$ cat src/rtl/rtv_pkg.sv
package rtv_pkg;

    localparam logic [4:0] BCAST_ADDR = 5'd31;

    // Field layout of a command word (decoded by neighbours, order fixed).
    typedef struct packed {
        logic [4:0] rta;
        logic       xmit;
        logic [4:0] sub;
        logic [4:0] cnt;
    } cmd_word_t;

    typedef enum logic [2:0] {
        ST_IDLE,
        ST_VETO_WAIT,
        ST_RX_DATA,
        ST_PEER_SYNC,
        ST_PEER_STAT,
        ST_REPLY_WAIT
    } seq_state_t;

    // Data words this terminal must receive for a command.
    function automatic logic [5:0] words_due(input cmd_word_t w);
        logic is_mode;
        is_mode = (w.sub == 5'd0) || (w.sub == 5'd31);
        if (w.xmit)
            return 6'd0;
        else if (is_mode)
            return {5'd0, w.cnt[4]};
        else if (w.cnt == 5'd0)
            return 6'd32;
        else
            return {1'b0, w.cnt};
    endfunction

endpackage

$ cat src/rtl/rtv_addr_hold.sv
module rtv_addr_hold #(
    parameter int AW = 5
) (
    input  logic          clk,
    input  logic          rst_n,
    input  logic [AW-1:0] addr_in,
    input  logic          par_in,
    input  logic          load,
    output logic [AW-1:0] addr_q,
    output logic          par_bad
);

    logic par_q;

    always_ff @(posedge clk or negedge rst_n) begin
        if (!rst_n) begin
            addr_q <= '0;
            par_q  <= 1'b1;
        end else if (load) begin
            addr_q <= addr_in;
            par_q  <= par_in;
        end
    end

    // Odd parity over address and parity bit.
    assign par_bad = ~(^{addr_q, par_q});

endmodule

$ cat src/rtl/rtv_tx_watchdog.sv
module rtv_tx_watchdog #(
    parameter int LIMIT = 6605
) (
    input  logic clk,
    input  logic rst_n,
    input  logic active,
    output logic expired
);

    localparam int CW = $clog2(LIMIT + 1);
    localparam logic [CW-1:0] LIM = CW'(LIMIT);

    logic [CW-1:0] run_q;

    always_ff @(posedge clk or negedge rst_n) begin
        if (!rst_n)
            run_q <= '0;
        else if (!active)
            run_q <= '0;
        else if (run_q != LIM)
            run_q <= run_q + 1'b1;
    end

    assign expired = (run_q == LIM);

endmodule

$ cat src/rtl/rt_cmd_seq.sv
module rt_cmd_seq
    import rtv_pkg::*;
#(
    parameter int CLK_MHZ      = 10,
    parameter int RESP_HALF_US = 10,
    parameter int GAP_US       = 24
) (
    input  logic        clk,
    input  logic        rst_n,
    input  logic [4:0]  term_addr,
    input  logic        term_addr_par,
    input  logic        addr_latch,
    output logic        addr_par_err,
    input  logic        wd_valid,
    input  logic        wd_cmd,
    input  logic [15:0] wd_data,
    input  logic        sync_det,
    input  logic        cmd_veto_n,
    output logic        cmd_bcast,
    output logic        cmd_tr,
    output logic [4:0]  cmd_sa,
    output logic [4:0]  cmd_mc,
    input  logic        tx_active,
    output logic        tx_timeout,
    output logic        msg_active,
    output logic        msg_good,
    output logic        msg_fault,
    output logic        reply_start
);

    localparam int VETO_CYC = 2 * CLK_MHZ;
    localparam int RESP_CYC = RESP_HALF_US * CLK_MHZ / 2;
    localparam int TO_CYC   = 37 * CLK_MHZ / 2;
    localparam int GAP_CYC  = GAP_US * CLK_MHZ;
    localparam int WD_CYC   = 1321 * CLK_MHZ / 2;
    localparam int TOP_A    = (GAP_CYC > TO_CYC) ? GAP_CYC : TO_CYC;
    localparam int TOP_B    = (RESP_CYC > VETO_CYC) ? RESP_CYC : VETO_CYC;
    localparam int TMR_TOP  = (TOP_A > TOP_B) ? TOP_A : TOP_B;
    localparam int TW       = $clog2(TMR_TOP + 2);
    localparam logic [TW-1:0] T_VETO = TW'(VETO_CYC);
    localparam logic [TW-1:0] T_RESP = TW'(RESP_CYC);
    localparam logic [TW-1:0] T_TO   = TW'(TO_CYC);
    localparam logic [TW-1:0] T_GAP  = TW'(GAP_CYC);
    localparam logic [TW-1:0] T_SAT  = TW'(TMR_TOP + 1);

    // ---------------- sub-units ----------------
    logic [4:0] own_addr;

    rtv_addr_hold #(.AW(5)) u_addr (
        .clk     (clk),
        .rst_n   (rst_n),
        .addr_in (term_addr),
        .par_in  (term_addr_par),
        .load    (addr_latch),
        .addr_q  (own_addr),
        .par_bad (addr_par_err)
    );

    rtv_tx_watchdog #(.LIMIT(WD_CYC)) u_wd (
        .clk     (clk),
        .rst_n   (rst_n),
        .active  (tx_active),
        .expired (tx_timeout)
    );

    // ---------------- word decode ----------------
    cmd_word_t in_w;
    logic      cmd_fire, dat_fire, hit_own, hit_bc;

    assign in_w     = cmd_word_t'(wd_data);
    assign cmd_fire = wd_valid & wd_cmd;
    assign dat_fire = wd_valid & ~wd_cmd;
    assign hit_bc   = (in_w.rta == BCAST_ADDR);
    assign hit_own  = (in_w.rta == own_addr) & ~addr_par_err;

    // ---------------- state and datapath registers ----------------
    seq_state_t    state_q, state_d;
    cmd_word_t     cmd_q;
    logic [5:0]    due_q, got_q, got_nx;
    logic [4:0]    peer_q;
    logic          peer_mode_q, veto_q;
    logic [TW-1:0] tmr_q;
    logic          q_bcast;

    logic set_good, set_fault, set_go;
    logic ld_cmd, ld_peer, bump_cnt, mark_peer, take_veto;

    assign got_nx  = got_q + 6'd1;
    assign q_bcast = (cmd_q.rta == BCAST_ADDR);

    // State register
    always_ff @(posedge clk or negedge rst_n) begin
        if (!rst_n)
            state_q <= ST_IDLE;
        else
            state_q <= state_d;
    end

    // Next state and control decisions
    always_comb begin
        state_d   = state_q;
        set_good  = 1'b0;
        set_fault = 1'b0;
        set_go    = 1'b0;
        ld_cmd    = 1'b0;
        ld_peer   = 1'b0;
        bump_cnt  = 1'b0;
        mark_peer = 1'b0;
        take_veto = 1'b0;
        unique case (state_q)
            ST_IDLE: begin
                if (cmd_fire && (hit_own || hit_bc)) begin
                    ld_cmd  = 1'b1;
                    state_d = ST_VETO_WAIT;
                end
            end
            ST_VETO_WAIT: begin
                if (wd_valid) begin
                    set_fault = 1'b1;
                    state_d   = ST_IDLE;
                end else if (tmr_q == T_VETO) begin
                    take_veto = 1'b1;
                    if (due_q == 6'd0) begin
                        set_good  = cmd_veto_n;
                        set_fault = ~cmd_veto_n;
                        state_d   = q_bcast ? ST_IDLE : ST_REPLY_WAIT;
                    end else begin
                        state_d = ST_RX_DATA;
                    end
                end
            end
            ST_RX_DATA: begin
                if (dat_fire) begin
                    bump_cnt = 1'b1;
                    if (got_nx == due_q) begin
                        set_good  = ~veto_q;
                        set_fault = veto_q;
                        state_d   = q_bcast ? ST_IDLE : ST_REPLY_WAIT;
                    end
                end else if (cmd_fire) begin
                    if ((got_q == 6'd0) && !peer_mode_q && in_w.xmit) begin
                        ld_peer = 1'b1;
                        state_d = ST_PEER_SYNC;
                    end else begin
                        set_fault = 1'b1;
                        state_d   = ST_IDLE;
                    end
                end else if (tmr_q == T_GAP) begin
                    set_fault = 1'b1;
                    state_d   = ST_IDLE;
                end
            end
            ST_PEER_SYNC: begin
                if (wd_valid || (tmr_q == T_TO)) begin
                    set_fault = 1'b1;
                    state_d   = ST_IDLE;
                end else if (sync_det) begin
                    state_d = ST_PEER_STAT;
                end
            end
            ST_PEER_STAT: begin
                if (cmd_fire && (in_w.rta == peer_q)) begin
                    mark_peer = 1'b1;
                    state_d   = ST_RX_DATA;
                end else if (wd_valid || (tmr_q == T_GAP)) begin
                    set_fault = 1'b1;
                    state_d   = ST_IDLE;
                end
            end
            ST_REPLY_WAIT: begin
                if (tmr_q == T_RESP) begin
                    set_go  = 1'b1;
                    state_d = ST_IDLE;
                end
            end
            default: state_d = ST_IDLE;
        endcase
    end

    // Datapath registers
    always_ff @(posedge clk or negedge rst_n) begin
        if (!rst_n) begin
            cmd_q       <= '0;
            due_q       <= '0;
            got_q       <= '0;
            peer_q      <= '0;
            peer_mode_q <= 1'b0;
            veto_q      <= 1'b0;
            tmr_q       <= '0;
        end else begin
            if (wd_valid)
                tmr_q <= '0;
            else if (tmr_q != T_SAT)
                tmr_q <= tmr_q + 1'b1;
            if (ld_cmd) begin
                cmd_q       <= in_w;
                due_q       <= words_due(in_w);
                got_q       <= '0;
                peer_mode_q <= 1'b0;
                veto_q      <= 1'b0;
            end
            if (take_veto)
                veto_q <= ~cmd_veto_n;
            if (bump_cnt)
                got_q <= got_nx;
            if (ld_peer)
                peer_q <= in_w.rta;
            if (mark_peer)
                peer_mode_q <= 1'b1;
        end
    end

    // Output register
    always_ff @(posedge clk or negedge rst_n) begin
        if (!rst_n) begin
            msg_good    <= 1'b0;
            msg_fault   <= 1'b0;
            reply_start <= 1'b0;
        end else begin
            msg_good    <= set_good;
            msg_fault   <= set_fault;
            reply_start <= set_go;
        end
    end

    assign msg_active = (state_q != ST_IDLE);
    assign cmd_bcast  = q_bcast;
    assign cmd_tr     = cmd_q.xmit;
    assign cmd_sa     = cmd_q.sub;
    assign cmd_mc     = cmd_q.cnt;

endmodule

$ cat config.mk
export PLATFORM = sky130hd
export DESIGN_NAME = rt_cmd_seq
export DESIGN_NICKNAME = d
export VERILOG_FILES = /design/src/rtl/rtv_pkg.sv /design/src/rtl/rtv_addr_hold.sv /design/src/rtl/rtv_tx_watchdog.sv /design/src/rtl/rt_cmd_seq.sv
export SDC_FILE = /design/constraint.sdc
export NUM_CORES = 1
export LEC_CHECK = 0
export BUFFER_PORTS_ARGS = -buffer_cell sky130_fd_sc_hd__buf_2
export CAP_MARGIN = 25
export CELL_PAD_IN_SITES_DETAIL_PLACEMENT = 1
export CELL_PAD_IN_SITES_GLOBAL_PLACEMENT = 2
export CORE_MARGIN = 1
export CORE_UTILIZATION = 25
export CTS_BUF_LIST = sky130_fd_sc_hd__clkbuf_16
export DETAILED_ROUTE_END_ITERATION = 16
export PLACE_DENSITY = 0.62
export SYNTH_ARGS = -nofsm -noshare
export SYNTH_HDL_FRONTEND = slang
export SYNTH_SLANG_ARGS = --single-unit
$ cat constraint.sdc
create_clock -name clk -period 5.6 [get_ports clk]
set_input_delay 0.84 -clock clk [delete_from_list [all_inputs] [get_ports clk]]
set_output_delay 0.84 -clock clk [all_outputs]
set_load 0.03 [all_outputs]
==> impl_results.md, run 1 <==
* Die X at roughly 130 um
* Syn Nets at slightly above 400
* CTS clk-pin slew, worst paths at 60 ps
* # port buffers at 47
* 1st-iter DRT viols at between 100 and 150
* Crit path cell chain: inv_1, ha_1, nand2_1, nor3_1, nand4_1, inv_1, buf_2
* Fillcell total at 1669
* Power per cell area at about 380 mW/mm^2
* Cell family with most CP delay: simple AND/OR/NAND/NOR gates
* Critical Path Fanout Max at 6
* Switching fraction of total power at about a third
* Fin nets at between 400 and 500
* RSZ-0062 raised after global routing: no
* Sequential fraction of the synthesis area at between 40% and 50%
* Clock buffer depth at 2
* Number of diodes at 0
* Met3 Use GR at 3.894%
* Starting density of the core at approximately a quarter
* # hold bufs at CTS at 0
* Worst slew pin tran at roughly 700 ps
* Postcts setup bufs at 0
* Data required, critical path at ~4800 ps
* Most Used Layer, Global Route: met2
* Fin. Hold Viols at 0
* CTS root buf: clkbuf_16
* Synth top area share at roughly 44%
* Async set-reset flop share out of synthesis at 100.0%
* Die ar. at ~0.016 mm^2
* Via Count at between 2k and 3k
* # DRC at 0
* Vias per inst at 4.750
* Mapped Cells at between 300 and 400
* WP buf/inv at 3
* Critical Path End Type: primary output
* Critical Path AT at roughly 1800 ps
* Skew final at approximately 8.5 ps
* H-tree levels at 3
* Layout cell share with drive strength beyond 1 at between 20% and 30%
* Num CTS Buffers at 9
* Top_reg_cell synth: dfrtp_1
* Tcrit/Tclk final at about 47%
* Reg area at between 0.0015 and 0.002 mm^2
* Initial antenna violation count at 0
* Area Overhead vs Synth at 17.14%
* Clk sinks at between 60 and 70
* Fmax at between 300 and 400 MHz
* Met1 GRT Util at 16.80%
* Clock power share at 32.7%
* Post-CTS Resized at 0
* P_sw at 569.4 uW
* Worst path depth at 7
* Minimum clock period at approximately 2700 ps
* Final setup violation count at 0
* Pint at 1132 uW
* Vias in the first global route at a little over 3k
* Setup TNS at 0 ps
* Dpl cells at 580
* Type of origin of the critical path: register
* CTS tree: done
* Crit-path most repeated cell: inv_1
* Post-DP Area at approximately 0.0041 mm^2
* Chip height at roughly 130 um
* Multi-input gate area at 0.001904 mm^2
* Status: complete, no violations
* Yosys reg bits at 68
* Max-slew violation count at 0
* Gr ovfl total at 0
* Hold crit path type: in2async
* Core footprint at approximately 0.015 mm^2
* Top post-synthesis cells by area: dfrtp_1 (44%), xnor2_1 (4.8%), mux2_2 (4.7%)
* Standard-cell rows at 44
* Reg2reg path depth at 6
* Total of warnings raised by yosys at 0
* Logic pwr share at between 20 and 30%
* Cell Count, Final, Fillers Out at 597
* Critical path class: reg2out
* Detailed Routing Iterations Pass 1 at 6
* Worst skew pair latency at 340 ps
* Sequential share of power at approximately 39%
* Post-synthesis cell area at 0.003804 mm^2
* Average cell area after synthesis at slightly above 10 um^2
* Gp weighted congestion at 0.7636
* Cell variety after synth at between 50 and 60
* Final Instance Area at 0.004456 mm^2
* EDFF count, synth at 0
* Post-route ant nets at 0
* Max_cap viols at 0
* I/O pin cnt at 48
* Slowest CP cell: dfrtp_1
* Tot GR Track Use at about an eighth
* Peak VDD IR at between 0.2 and 0.25 mV
* Largest net degree at the start of global routing at 69
* Rel. slew slack at 52.93%
* Final wirelength at 9.184 mm
* Global-route wire length before repair at approximately 16 mm
* Wire per inst at around 15 um
* Dpl hpwl at ~6.6 mm
* Largest stage delay on the critical path at approximately 430 ps
* Grt met2 use at around a fifth
* Yosys top cell by area: dfrtp_1
* P_leak at a little over 0.002 uW
[worst paths after layout]
kind                                           start                         to  slack (ps)
max                        u_wd.run_q[1]$_DFFE_PN0P_                 tx_timeout        2940
min                                            rst_n  u_wd.run_q[5]$_DFFE_PN0P_         370
max reg2reg                     tmr_q[3]$_DFFE_PN0P_     state_q[1]$_DFFE_PN0P_        3310
min reg2reg                  peer_mode_q$_DFFE_PN0P_    peer_mode_q$_DFFE_PN0P_         490
max in group asynchronous                      rst_n   u_addr.par_q$_DFFE_PN1P_        4680
min in group clk             peer_mode_q$_DFFE_PN0P_    peer_mode_q$_DFFE_PN0P_         490
[routing by layer]
layer	routed length (um)	vias to the layer above
li1	-	1370
met5	0	-
met3	329	11
met4	125	0
met1	4518	1418
met2	4211	37
[state kept, by name, indices dropped and copies added (netlist names), 3 cells and up]
register / flops
peer_q: 5
u_wd.run_q: 13
cmd_q: 5
state_q: 3
cmd_sa: 5
got_q: 6
tmr_q: 8
due_q: 6
cmd_mc: 5
u_addr.addr_q: 5
[synth_stat cells (2+ instances only)]
library cell,instances
and3_1,3
a31oi_1,4
buf_2,2
nor3b_1,3
ha_1,8
or4_1,3
xor2_1,16
a21boi_0,3
nand3b_1,4
nor2b_1,2
nor4_1,5
nor3_1,8
o31ai_1,5
mux2_2,16
nand3_1,23
buf_6,2
or3_1,7
nor2_1,23
nand4b_1,3
nand2b_1,2
inv_1,12
mux2_4,11
dfrtp_1,67
o21ai_0,14
xnor2_1,21
nand2_1,35
a21oi_1,8
and2_1,8
clkbuf_1,13
or2_2,3
buf_4,10
nand4_1,7
[logic make-up after synthesis]
logic type	after synthesis	share of synthesized area (%)
DFF	68	44.77
muxes	28	9.342
buffers and inverters	39	5.296
AOI/OAI and AO/OA	46	7.895
adders and majority gates	8	2.632
xor gates and xnor gates	39	9.737
and+or+nand+nor	147	20.33
[per-stage QoR]
stage | worst slack, ps | hold WS, ps | util [%] | total power [uW]
final | 2941 | 371.7 | 30.31 | 1701
after global routing | 2810 | 367.5 | 30.31 | 1809
after CTS | 2890 | 497.5 | 29.99 | 1729
after detailed placement | 2646 | 479.3 | 28.06 | 1158
after global placement | 2713 | 479.9 | 28.06 | 1148
after floorplan | 3232 | 447.4 | - | 1047
[power groups by stage]
stage / logic (uW) / clock network (uW) / registers (uW)
final: 474 / 557 / 670
after global routing: 528 / 594 / 687
after CTS: 482 / 577 / 671
after detailed placement: 479 / 0 / 679
after global placement: 473 / 0 / 676
after floorplan: 396 / 0 / 652
[final cells by class]
class,instances,share of cell area [%]
multi-input combinational,268,42.74
sequential,68,38.22
timing repair buffer,50,6.515
tap,184,5.167
clock buffer,9,5.055
clock inverter,6,1.292
inverter,12,1.011
[cell usage in the layout, fill, tap and decap left out, types with 2 or more instances in the layout]
| master | n |
|---|---|
| dfrtp_1 | 67 |
| a21boi_0 | 3 |
| ha_1 | 8 |
| nand4_1 | 7 |
| nand4b_1 | 3 |
| or3_1 | 7 |
| nor3_1 | 8 |
| and2_1 | 8 |
| nor2_1 | 23 |
| a21oi_1 | 8 |
| clkinvlp_4 | 2 |
| o31ai_1 | 5 |
| buf_2 | 47 |
| mux2_4 | 11 |
| or4_1 | 3 |
| nand3_1 | 23 |
| o21ai_0 | 14 |
| inv_1 | 13 |
| and3_1 | 3 |
| xor2_1 | 16 |
| nor3b_1 | 3 |
| nor4_1 | 5 |
| nand3b_1 | 4 |
| or2_2 | 3 |
| nand2_1 | 35 |
| xnor2_1 | 21 |
| clkbuf_16 | 9 |
| a31oi_1 | 4 |
| nor2b_1 | 2 |
| mux2_2 | 16 |
| nand2b_1 | 2 |
(Power assumes the default switching activity.)
==> inputs of run 2 (changes only) <==
Settings changed: PLACE_DENSITY 0.62 to 0.64.
Clock period 5.6 ns to 2.2 ns, I/O delays scaled along.
==> impl_results.md, run 2 (same netlist as run 1, synthesis figures left out) <==
* Post-DP Area at 0.004357 mm^2 (+5.6%)
* Tcrit/Tclk final at a little over nine tenths
* Standard-cell rows at 44 (unchanged)
* Fillcell total at 1686 (+1.0%)
* 1st-iter DRT viols at 86 (-19%)
* Clk sinks at 68 (unchanged)
* Peak VDD IR at 0.3612 mV (+58%)
* Critical path class: reg2reg
* Fmax at ~480 MHz
* # port buffers at 47 (unchanged)
* Logic pwr share at 29.7% (+1.8 points)
* H-tree levels at 3 (unchanged)
* Skew final at 7.614 ps (-0.9167 ps)
* Dpl hpwl at 6.967 mm (+6.0%)
* Die ar. at 0.01571 mm^2 (unchanged)
* Total Power at 4763 uW (+180%)
* Pint at 3237 uW (+190%)
* Worst skew pair latency at 340 ps (about the same)
* Tot GR Track Use at 13.45% (+0.46 points)
* P_sw at 1526 uW (+170%)
* Largest register FFs at 13 (unchanged)
* Rel. slew slack at 57.30% (+4.4 points)
* Failing checks: design-rule violations
* CTS root buf: clkbuf_16
* CTS tree: done
* Fin. Hold Viols at 0 (unchanged)
* CTS clk-pin slew, worst paths at 60 ps (about the same)
* Critical Path Fanout Max at 3 (-3)
* Chip height at 125.3 um (unchanged)
* Area Overhead vs Synth at 25.46%
* # DRC at 2 (+2)
* I/O pin cnt at 48 (unchanged)
* Fin nets at 479 (+7.2%)
* Worst slew pin tran at 632.2 ps (-70.13 ps)
* Sequential share of power at 35.0% (-4.4 points)
* Num CTS Buffers at 9 (unchanged)
* Final Instance Area at 0.004772 mm^2 (+7.1%)
* Hold crit path type: in2async
* Status: finished, violations left
* Initial antenna violation count at 0 (unchanged)
* Post-route ant nets at 0 (unchanged)
* Minimum clock period at ~2100 ps
* Final setup violation count at 0 (unchanged)
* Vias per inst at 4.688 (-1.3%)
* Number of diodes at 0 (unchanged)
* Final wirelength at 9.881 mm (+7.6%)
* Max_cap viols at 0 (unchanged)
* Wire per inst at 15.71 um (+2.1%)
* P_leak at 0.002186 uW (+8.7%)
* Power per cell area at 998.2 mW/mm^2 (+160%)
* Detailed Routing Iterations Pass 1 at 10 (+4)
* Core footprint at 0.01470 mm^2 (unchanged)
* Critical Path End Type: register
* Critical Path AT at 2310 ps (+490 ps)
* Clock power share at 35.3% (+2.6 points)
* Switching fraction of total power at 32.04% (-1.4 points)
* Largest regs: u_wd.run_q (13), tmr_q (8)
* Hold WS at 6.286 ps (-365.4 ps)
* Die X at 125.3 um (unchanged)
* Commonest cells after routing, fill and taps aside: dfrtp_1 (66), buf_2 (46), nand2_1 (35), buf_4 (33)
* Largest net degree at the start of global routing at 69 (unchanged)
* Data required, critical path at 2420 ps (-2340 ps)
* Clock buffer depth at 2 (unchanged)
* Vias in the first global route at 3200 (+3.8%)
* Gr ovfl total at 0 (unchanged)
* Most flop-heavy register: u_wd.run_q
* Gp weighted congestion at 0.7501 (-1.8%)
* Layout cell share with drive strength beyond 1 at 30.79% (+7.3 points)
* Most common cell after layout, fill and taps aside: dfrtp_1
* Max-slew violation count at 0 (unchanged)
* Type of origin of the critical path: register
* Global-route wire length before repair at 16.47 mm (+3.3%)
* Starting density of the core at 25.88% (unchanged)
* Via Count at 2949 (+4.0%)
* Setup TNS at 0 ps (unchanged)
==> run 2: area by class of cell <==
class / count / area (um^2) / share of cell area [%]
inverter: 12 / 45.04 / 0.9439
tap: 184 / 230.2 / 4.824
multi-input combinational: 269 / 1948 / 40.82
timing repair buffer: 81 / 505.5 / 10.59
clock inverter: 6 / 113.9 / 2.386
clock buffer: 9 / 225.2 / 4.719
sequential: 68 / 1704 / 35.71
==> run 2: critical path: stages (launching register included) <==
cell	delay (ps)
dfrtp_1	390
xor2_1	170
xnor3_2	470
buf_4	160
nor3_2	190
o31ai_2	110
or2_1	210
o31a_1	280
==> run 2: power by group through the flow <==
stage	clock network [uW]	registers [uW]	logic (uW)
6_report	1680	1670	1410
5_1_grt	1780	1710	1560
4_1_cts	1750	1670	1400
3_5_place_dp	0	1690	1400
3_3_place_gp	0	1680	1370
2_1_floorplan	0	1660	1010
==> run 2: final timing paths <==
check | start | end | slack [ps] | cells past startpoint
setup / recovery | u_addr.addr_q[0]$_DFFE_PN0P_ | state_q[1]$_DFFE_PN0P_ | 110 | 7
hold / removal | rst_n | u_wd.run_q[1]$_DFFE_PN0P_ | 6 | 2
setup reg to reg | u_addr.addr_q[0]$_DFFE_PN0P_ | state_q[1]$_DFFE_PN0P_ | 110 | 7
hold reg to reg | peer_mode_q$_DFFE_PN0P_ | peer_mode_q$_DFFE_PN0P_ | 490 | 2
max in group asynchronous | rst_n | u_addr.par_q$_DFFE_PN1P_ | 1880 | 2
min in group clk | term_addr[0] | u_addr.addr_q[0]$_DFFE_PN0P_ | 220 | 2
==> run 2: stage by stage <==
stage / cells / utilization (%) / setup WS (ps)
after floorplan: 375 / - / 74.64
after global placement: 609 / 29.64 / 59.39
after detailed placement: 609 / 29.64 / -0.04552
after CTS: 624 / 31.95 / 4.512
after global routing: 629 / 32.47 / -60.08
final: 629 / 32.47 / 108.8
==> run 2: per-layer routing <==
metal	GRT usage (%)	up-vias	share of wire, %	wire (um)
met5	0	-	0	0
met4	4.519	0	1.2	121
met3	4.236	12	3.9	385
met2	22.21	41	49	4862
met1	16.59	1462	46	4511
li1	-	1434	-	-
==> run 2: timing repair <==
| action | in CTS | in global routing |
|---|---|---|
| hold buffers | 0 | 0 |
| pin swaps | 1 | 5 |
| gates cloned | 0 | 1 |
| endpoints found under the setup margin | 5 | 25 |
| endpoints found under the hold margin | 0 | 0 |
| resized for setup | 0 | 8 |
| buffers inserted | 0 | 4 |
